===== config.mk =====
export PLATFORM = sky130hd
export DESIGN_NAME = seq_divider
export DESIGN_NICKNAME = d
export VERILOG_FILES = /design/src/rtl/seq_divider.sv
export SDC_FILE = /design/constraint.sdc
export NUM_CORES = 1
export LEC_CHECK = 0
export ABC_AREA = 1
export BUFFER_PORTS_ARGS = -buffer_cell sky130_fd_sc_hd__clkbuf_2
export CORE_UTILIZATION = 55
export DETAILED_ROUTE_END_ITERATION = 7
export PLACE_DENSITY = 0.74
export SYNTH_ARGS = -nofsm -noshare
export SYNTH_HDL_FRONTEND = slang
export SYNTH_SLANG_ARGS = --single-unit

===== constraint.sdc =====
create_clock -name clk -period 3.7 [get_ports clk]
set_input_delay 0.185 -clock clk [delete_from_list [all_inputs] [get_ports clk]]
set_output_delay 0.185 -clock clk [all_outputs]
set_load 0.03 [all_outputs]

===== src/rtl/seq_divider.sv =====
module seq_divider #(
  parameter int W = 32
) (
  input  logic         clk,
  input  logic         rst_n,
  input  logic         start,
  input  logic [1:0]   op,
  input  logic [W-1:0] a_in,
  input  logic [W-1:0] b_in,
  output logic         busy,
  output logic         done,
  output logic [W-1:0] result,
  output logic         div_zero
);
  localparam int CW = $clog2(W);

  typedef enum logic [1:0] {S_IDLE, S_SETUP, S_RUN, S_FIX} state_t;

  state_t         state;
  logic [1:0]     op_q;
  logic [W-1:0]   a_q, b_q;
  logic [W-1:0]   dvs, quo, rem;
  logic [CW-1:0]  cnt;

  wire            is_signed = ~op_q[0];
  wire            want_rem  = op_q[1];
  wire            neg_q     = is_signed & (a_q[W-1] ^ b_q[W-1]);
  wire            neg_r     = is_signed & a_q[W-1];
  wire            b_zero    = (b_q == '0);

  wire [W:0]      shifted   = {rem, quo[W-1]};
  wire [W:0]      trial     = shifted - {1'b0, dvs};
  wire            fits      = ~trial[W];

  wire [W-1:0]    q_fix     = neg_q ? -quo : quo;
  wire [W-1:0]    r_fix     = neg_r ? -rem : rem;
  wire [W-1:0]    fin       = b_zero ? (want_rem ? a_q : '1)
                                     : (want_rem ? r_fix : q_fix);

  assign busy = (state != S_IDLE);

  always_ff @(posedge clk or negedge rst_n) begin
    if (!rst_n) begin
      state    <= S_IDLE;
      op_q     <= '0;
      a_q      <= '0;
      b_q      <= '0;
      dvs      <= '0;
      quo      <= '0;
      rem      <= '0;
      cnt      <= '0;
      done     <= 1'b0;
      result   <= '0;
      div_zero <= 1'b0;
    end else begin
      done <= 1'b0;
      unique case (state)
        S_IDLE: if (start) begin
          op_q  <= op;
          a_q   <= a_in;
          b_q   <= b_in;
          state <= S_SETUP;
        end
        S_SETUP: begin
          quo   <= (is_signed && a_q[W-1]) ? -a_q : a_q;
          dvs   <= (is_signed && b_q[W-1]) ? -b_q : b_q;
          rem   <= '0;
          cnt   <= '0;
          state <= S_RUN;
        end
        S_RUN: begin
          rem <= fits ? trial[W-1:0] : shifted[W-1:0];
          quo <= {quo[W-2:0], fits};
          cnt <= cnt + 1'b1;
          if (cnt == CW'(W-1)) state <= S_FIX;
        end
        S_FIX: begin
          result   <= fin;
          div_zero <= b_zero;
          done     <= 1'b1;
          state    <= S_IDLE;
        end
        default: state <= S_IDLE;
      endcase
    end
  end
endmodule


==> Word-level counts from Yosys, hierarchy flattened <==
Cells that the tools add are included.
{ "word_totals": {"reg_bits": 203, "in_bits": 69, "output_inout_bits": 35} }
{ "op_classes": {"addsub": 6, "eq_ne": 6, "n_mux": 15, "bitwise": 5, "reduce_logical": 8} }
{ "ops": {"columns": ["operator", "count"], "rows": [
  ["2-to-1 mux 32 bit", 8],
  ["negator 32 bit", 4],
  ["one-hot mux 32 bit (2 select lines)", 2],
  ["subtractor 33 x 32 -> 33 bit", 1],
  ["logical NOT 32 bit", 1],
  ["one-hot mux 5 bit (2 select lines)", 1],
  ["one-hot mux 2 bit (4 select lines)", 1],
  ["adder 5 x 1 -> 5 bit (second input constant)", 1],
  ["equality test 5 bit (second input constant)", 1],
  ["equality test 2 bit (second input constant)", 2],
  ["2-to-1 mux 2 bit", 2],
  ["!= test 2 bit (second input constant)", 2],
  ["AND reduction 2 bit", 2],
  ["nonzero test 2 bit", 2],
  ["AND 1 bit", 2],
  ["equality test 2 x 1 -> 1 bit (second input constant)", 1],
  ["logical AND 1 bit", 2],
  ["logical NOT 2 bit", 1],
  ["NOT 1 bit", 2],
  ["2-to-1 mux 1 bit", 1],
  ["XOR 1 bit", 1]
]} }

==> Logic depth before layout (Yosys ltp) <==
{ "logic_depth": {"word_depth": 5, "mapped_depth": 18, "ltp_nobuf": 17} }

==> Least setup slack after synthesis <==
No wires, ideal clock.
{ "synth_timing": {"path_kind": "reg2reg", "startpoint": "reg quo[31]", "endpoint": "reg rem[22]", "setup_ns": 0.117, "t_arrival_ns": 2.067, "slack_ns": 1.516, "path_stages_with_launch": 19, "path_buffers": 1, "synth_period_minus_slack_ns": 2.184, "cell_sequence": "dfrtp_1 -> inv_1 -> ha_1 -> fa_1 -> inv_1 -> nand2_1 -> nand2_1 -> nand3_1 -> nand2_2 -> nand2_2 -> nand2_4 -> nand2_4 -> nand2_4 -> nand2_8 -> nand2_8 -> buf_12 -> nand2_4 -> nand3_2 -> nand2_1"} }
{ "synth_via": {"elab_chain_cells": 3} }
{ "synth_rtl": {"columns": ["element", "line", "source"], "rows": [
  ["start: declaration", "22", "logic [W-1:0] dvs, quo, rem;"],
  ["start signal: assignment", "65", "quo <= (is_signed && a_q[W-1]) ? -a_q : a_q;"],
  ["start signal: assignment", "73", "quo <= {quo[W-2:0], fits};"],
  ["subtractor 33 x 32 -> 33 bit", "32", "wire [W:0] trial = shifted - {1'b0, dvs};"],
  ["2-to-1 mux 32 bit", "72", "rem <= fits ? trial[W-1:0] : shifted[W-1:0];"],
  ["one-hot mux 32 bit (2 select lines)", "57", "unique case (state)"],
  ["end signal: assignment", "72", null],
  ["end: declaration", "22", null]
]} }
Every way passes these cells.
A chain may end at the register's enable or synchronous reset.

==> Worst setup path after layout <==
{ "layout_timing": {"startpoint": "reg op_q[0]", "endpoint": "reg quo[12]"} }
{ "layout_via": {"elab_chain_cells": 4} }
{ "layout_rtl": {"columns": ["element", "line", "source"], "rows": [
  ["start: declaration", "20", "logic [1:0] op_q;"],
  ["start signal: assignment", "59", "op_q <= op;"],
  ["NOT 1 bit", "25", "wire is_signed = ~op_q[0];"],
  ["logical AND 1 bit", "65", null],
  ["2-to-1 mux 32 bit", "65", null],
  ["one-hot mux 32 bit (2 select lines)", "57", null]
]} }
Every way passes these cells.

==> flow_summary_export.csv <==
group,metric,value,unit
synth,ys_top_cells_by_area,"dfrtp_1 (33%), nand2_1 (17%), nand3_1 (9.3%)",
worst_setup_path,slowest_stage,"inv_2",
clocking,clkLatencyLatePin,0.54,ns
power,peakVddDrop,722,uV
global_routing,grt_max_degree,91,
route,dr.pass1.iters,6,
worst_setup_path,cp.required,4.07,ns
min_path,hp-class,"in2reg",
placed_design,place_hpwl,39900,um
power,p_sw,0.00758,W
worst_setup_path,cp_top_family,"buffers and inverters",
sta,fmax,345,MHz
worst_setup_path,startpoint_type,"register",
status,run_status,"complete, no violations",
synth,ys_ff_latch,203,
synth,synth_commonest_cells,"nand2_1 (696), inv_1 (315), nand3_1 (286), nor2_1 (213), dfrtp_1 (203)",
route,vias,16400,
layout,multi_input_area,0.00870,mm^2
clocking,root_buffer,"clkbuf_16",
sta,drv_slew,0,
global_routing,antenna_found_initial,2,
route,drt_iter0_drc,1999,
sta,rsz0062_at_grt,"false",
power,p_leak,9.59,nW
route,ant_nets,0,
worst_setup_path,critPathMaxStageDelay,0.60,ns
synth,syn_nets,2457,
synth,synth_ff_type,"dfrtp_1",
synth,syn-cell-area,0.0154,mm^2
worst_setup_path,worst-path-buf-inv,3,
sta,relSlewSlack,0.280,
min_path,holdPathStages,4,
layout,layout.nets,2594,
synth,synth_edf_count,0,
worst_setup_path,worstSetupPathType,"reg2reg",
sta,fin_crit_sh,0.783,
clocking,cts_num_sinks,203,
sta,hold_viol_final,0,
layout,finalNonFillerCells,2870,
clocking,cts-htree-levels,1,
global_routing,grtUsageTotal,0.379,
floorplanning,initial_core_util,0.566,
clocking,cts_buffers,23,
worst_setup_path,reg2regPathDepth,9,
synth,syn-instance-count,2344,
synth,yosysTopAreaCellShare,0.330,
clocking,postCtsSetupRepairBufs,0,
floorplanning,ioPinCount,104,
floorplanning,core-area,0.0272,mm^2
synth,synth_area_per_cell,6.57,um^2
synth,post_synth_num_cell_types,53,
route,finalWirelength,53600,um
synth,synth_most_common_cell,"nand2_1",
floorplanning,die_width,169,um
synth,yosysTopAreaCell,"dfrtp_1",
synth,async_flop_share,1.00,
power,pwr-share-comb,0.563,
sta,setup_ws,0.804,ns
floorplanning,rows,60,
placed_design,place_congestion,0.991,
sta,setup-tns-final,0,ns
placed_design,portBuffers,103,
route,via_per_inst,5.71,
floorplanning,die_height,169,um
job,max_cap_violations,0,
global_routing,grt_pass1_vias,15400,
power,powerDensity,822,mW/mm^2
power,p_seq_frac,0.276,
power,power_frac_clock,0.162,
placed_design,placedCellCount,2761,
clocking,clkTransAtPathRegs,0.06,ns
sta,period_needed,2.90,ns
clocking,cts_tree,"done",
sta,clock-skew-final,0.0260,ns
synth,ys_seq_area_frac,0.330,
layout,regArea,0.00508,mm^2
worst_setup_path,path_cells,"inv_1 > nand2_1 > inv_2 > buf_4 > nand2_1 > o21ai_0 > a21oi_1 > o21ai_0 > o221ai_1",
power,p_int,0.00691,W
layout,fill_cells,2492,
sta,finalSetupViolCount,0,
route,wl_per_cell,18.7,um
worst_setup_path,cp_max_fo,34,
clocking,cts_buffer_depth,3,
global_routing,grt-ovfl-total,0,
worst_setup_path,crit_cells,9,
floorplanning,die_area,0.0287,mm^2
synth,ys_warn_count,0,
sta,tightest_slew,1.08,ns
global_routing,grt_pass1_wl,84300,um
layout,drive_gt1_frac,0.101,
layout,area_growth,14.5,%
route,drc_errors,0,
placed_design,dpl_worst_slack,1.01,ns
worst_setup_path,setup.worst_path.end_class,"register",
power,p_sw_frac,0.523,
worst_setup_path,critPathArrivalTime,3.27,ns
-- final cells by class --
cell class | count | area share
inverter | 336 | 0.0716
clock buffer | 33 | 0.0388
antenna | 2 | 0.000284
sequential | 203 | 0.288
timing repair buffer | 187 | 0.0765
clock inverter | 7 | 0.00461
tap | 372 | 0.0264
multi-input combinational | 1730 | 0.494
-- sequential cells by signal, indices dropped and copies added, names as in the netlist --
name	flops
a_q	32
b_q	32
dvs	32
quo	32
rem	32
result	32
cnt	5
op_q	2
state	2
div_zero	1
done	1
-- logic make-up after synthesis --
group	synth area share
multiplexers	0.00585
AND/OR/NAND/NOR	0.387
buffers and inverters	0.105
adder cells (fa/ha/maj)	0.0363
AO/OA/AOI/OAI	0.107
XOR/XNOR	0.0285
flip-flops	0.330
-- final timing paths --
path	from	to	slack, ns
setup / recovery	op_q[0]	quo[12]	0.80
hold / removal	start	state[1]	0.06
setup reg to reg	op_q[0]	quo[12]	0.80
hold reg to reg	result[25]	result[25]	0.48
max in group asynchronous	rst_n	quo[6]	2.55
min in group asynchronous	rst_n	rem[25]	0.29
-- routing by layer --
layer  track usage  share of wire  wire length [um]  up-vias
li1              -              -                 -     7807
met5             0              0                 0        -
met1         0.543           0.43             23300     7623
met3         0.102           0.12              6250       96
met2         0.566           0.43             22900      867
met4        0.0901          0.022              1190        0
-- power groups by stage --
| stage | Sequential (W) | Combinational [W] | Clock, W |
|---|---|---|---|
| after floorplan | 0.00397 | 0.00537 | 0 |
| after global placement | 0.00395 | 0.00769 | 0 |
| after detailed placement | 0.00397 | 0.00779 | 0 |
| after CTS | 0.00394 | 0.00789 | 0.00235 |
| after global routing | 0.00407 | 0.00892 | 0.00243 |
| final | 0.00399 | 0.00815 | 0.00234 |
-- per-stage QoR --
step	total power, W	util	area [um^2]	hold WS [ns]
final	0.0145	0.649	17600	0.0605
after global routing	0.0154	0.648	17600	0.0855
after CTS	0.0142	0.648	17600	0.0439
after detailed placement	0.0118	0.596	16200	0.318
after global placement	0.0116	0.596	16200	0.312
after floorplan	0.00934	-	15400	-0.111
-- worst min-delay path, cell delays in order --
cell	delay, ns
clkbuf_2	0.12
o22ai_1	0.12
nand2_1	0.07
o21ai_0	0.07
-- repair_timing --
action | CTS | global route
resized for setup | 0 | 0
hold buffers | 67 | 0
hold endpoints to repair | 154 | 0
-- placed cells by master (no fill, tap or decap), types with 11 or more instances in the layout --
master and count:
nand3_2 11, nand2_4 15, a21oi_1 119, o21bai_1 15, nand2_1 695, nor2_1 213, ha_1 43, nor3_1 28
nand3_1 286, xor2_1 37, nand4_1 37, inv_1 315, nand2_2 12, inv_2 17, o21ai_0 90, clkbuf_16 23
clkbuf_2 102, buf_4 15, o22ai_1 15, xnor2_1 13, dfrtp_1 202, o221ai_1 15, dlygate4sd3_1 67
Note: power is estimated with default switching activity, not from simulation.
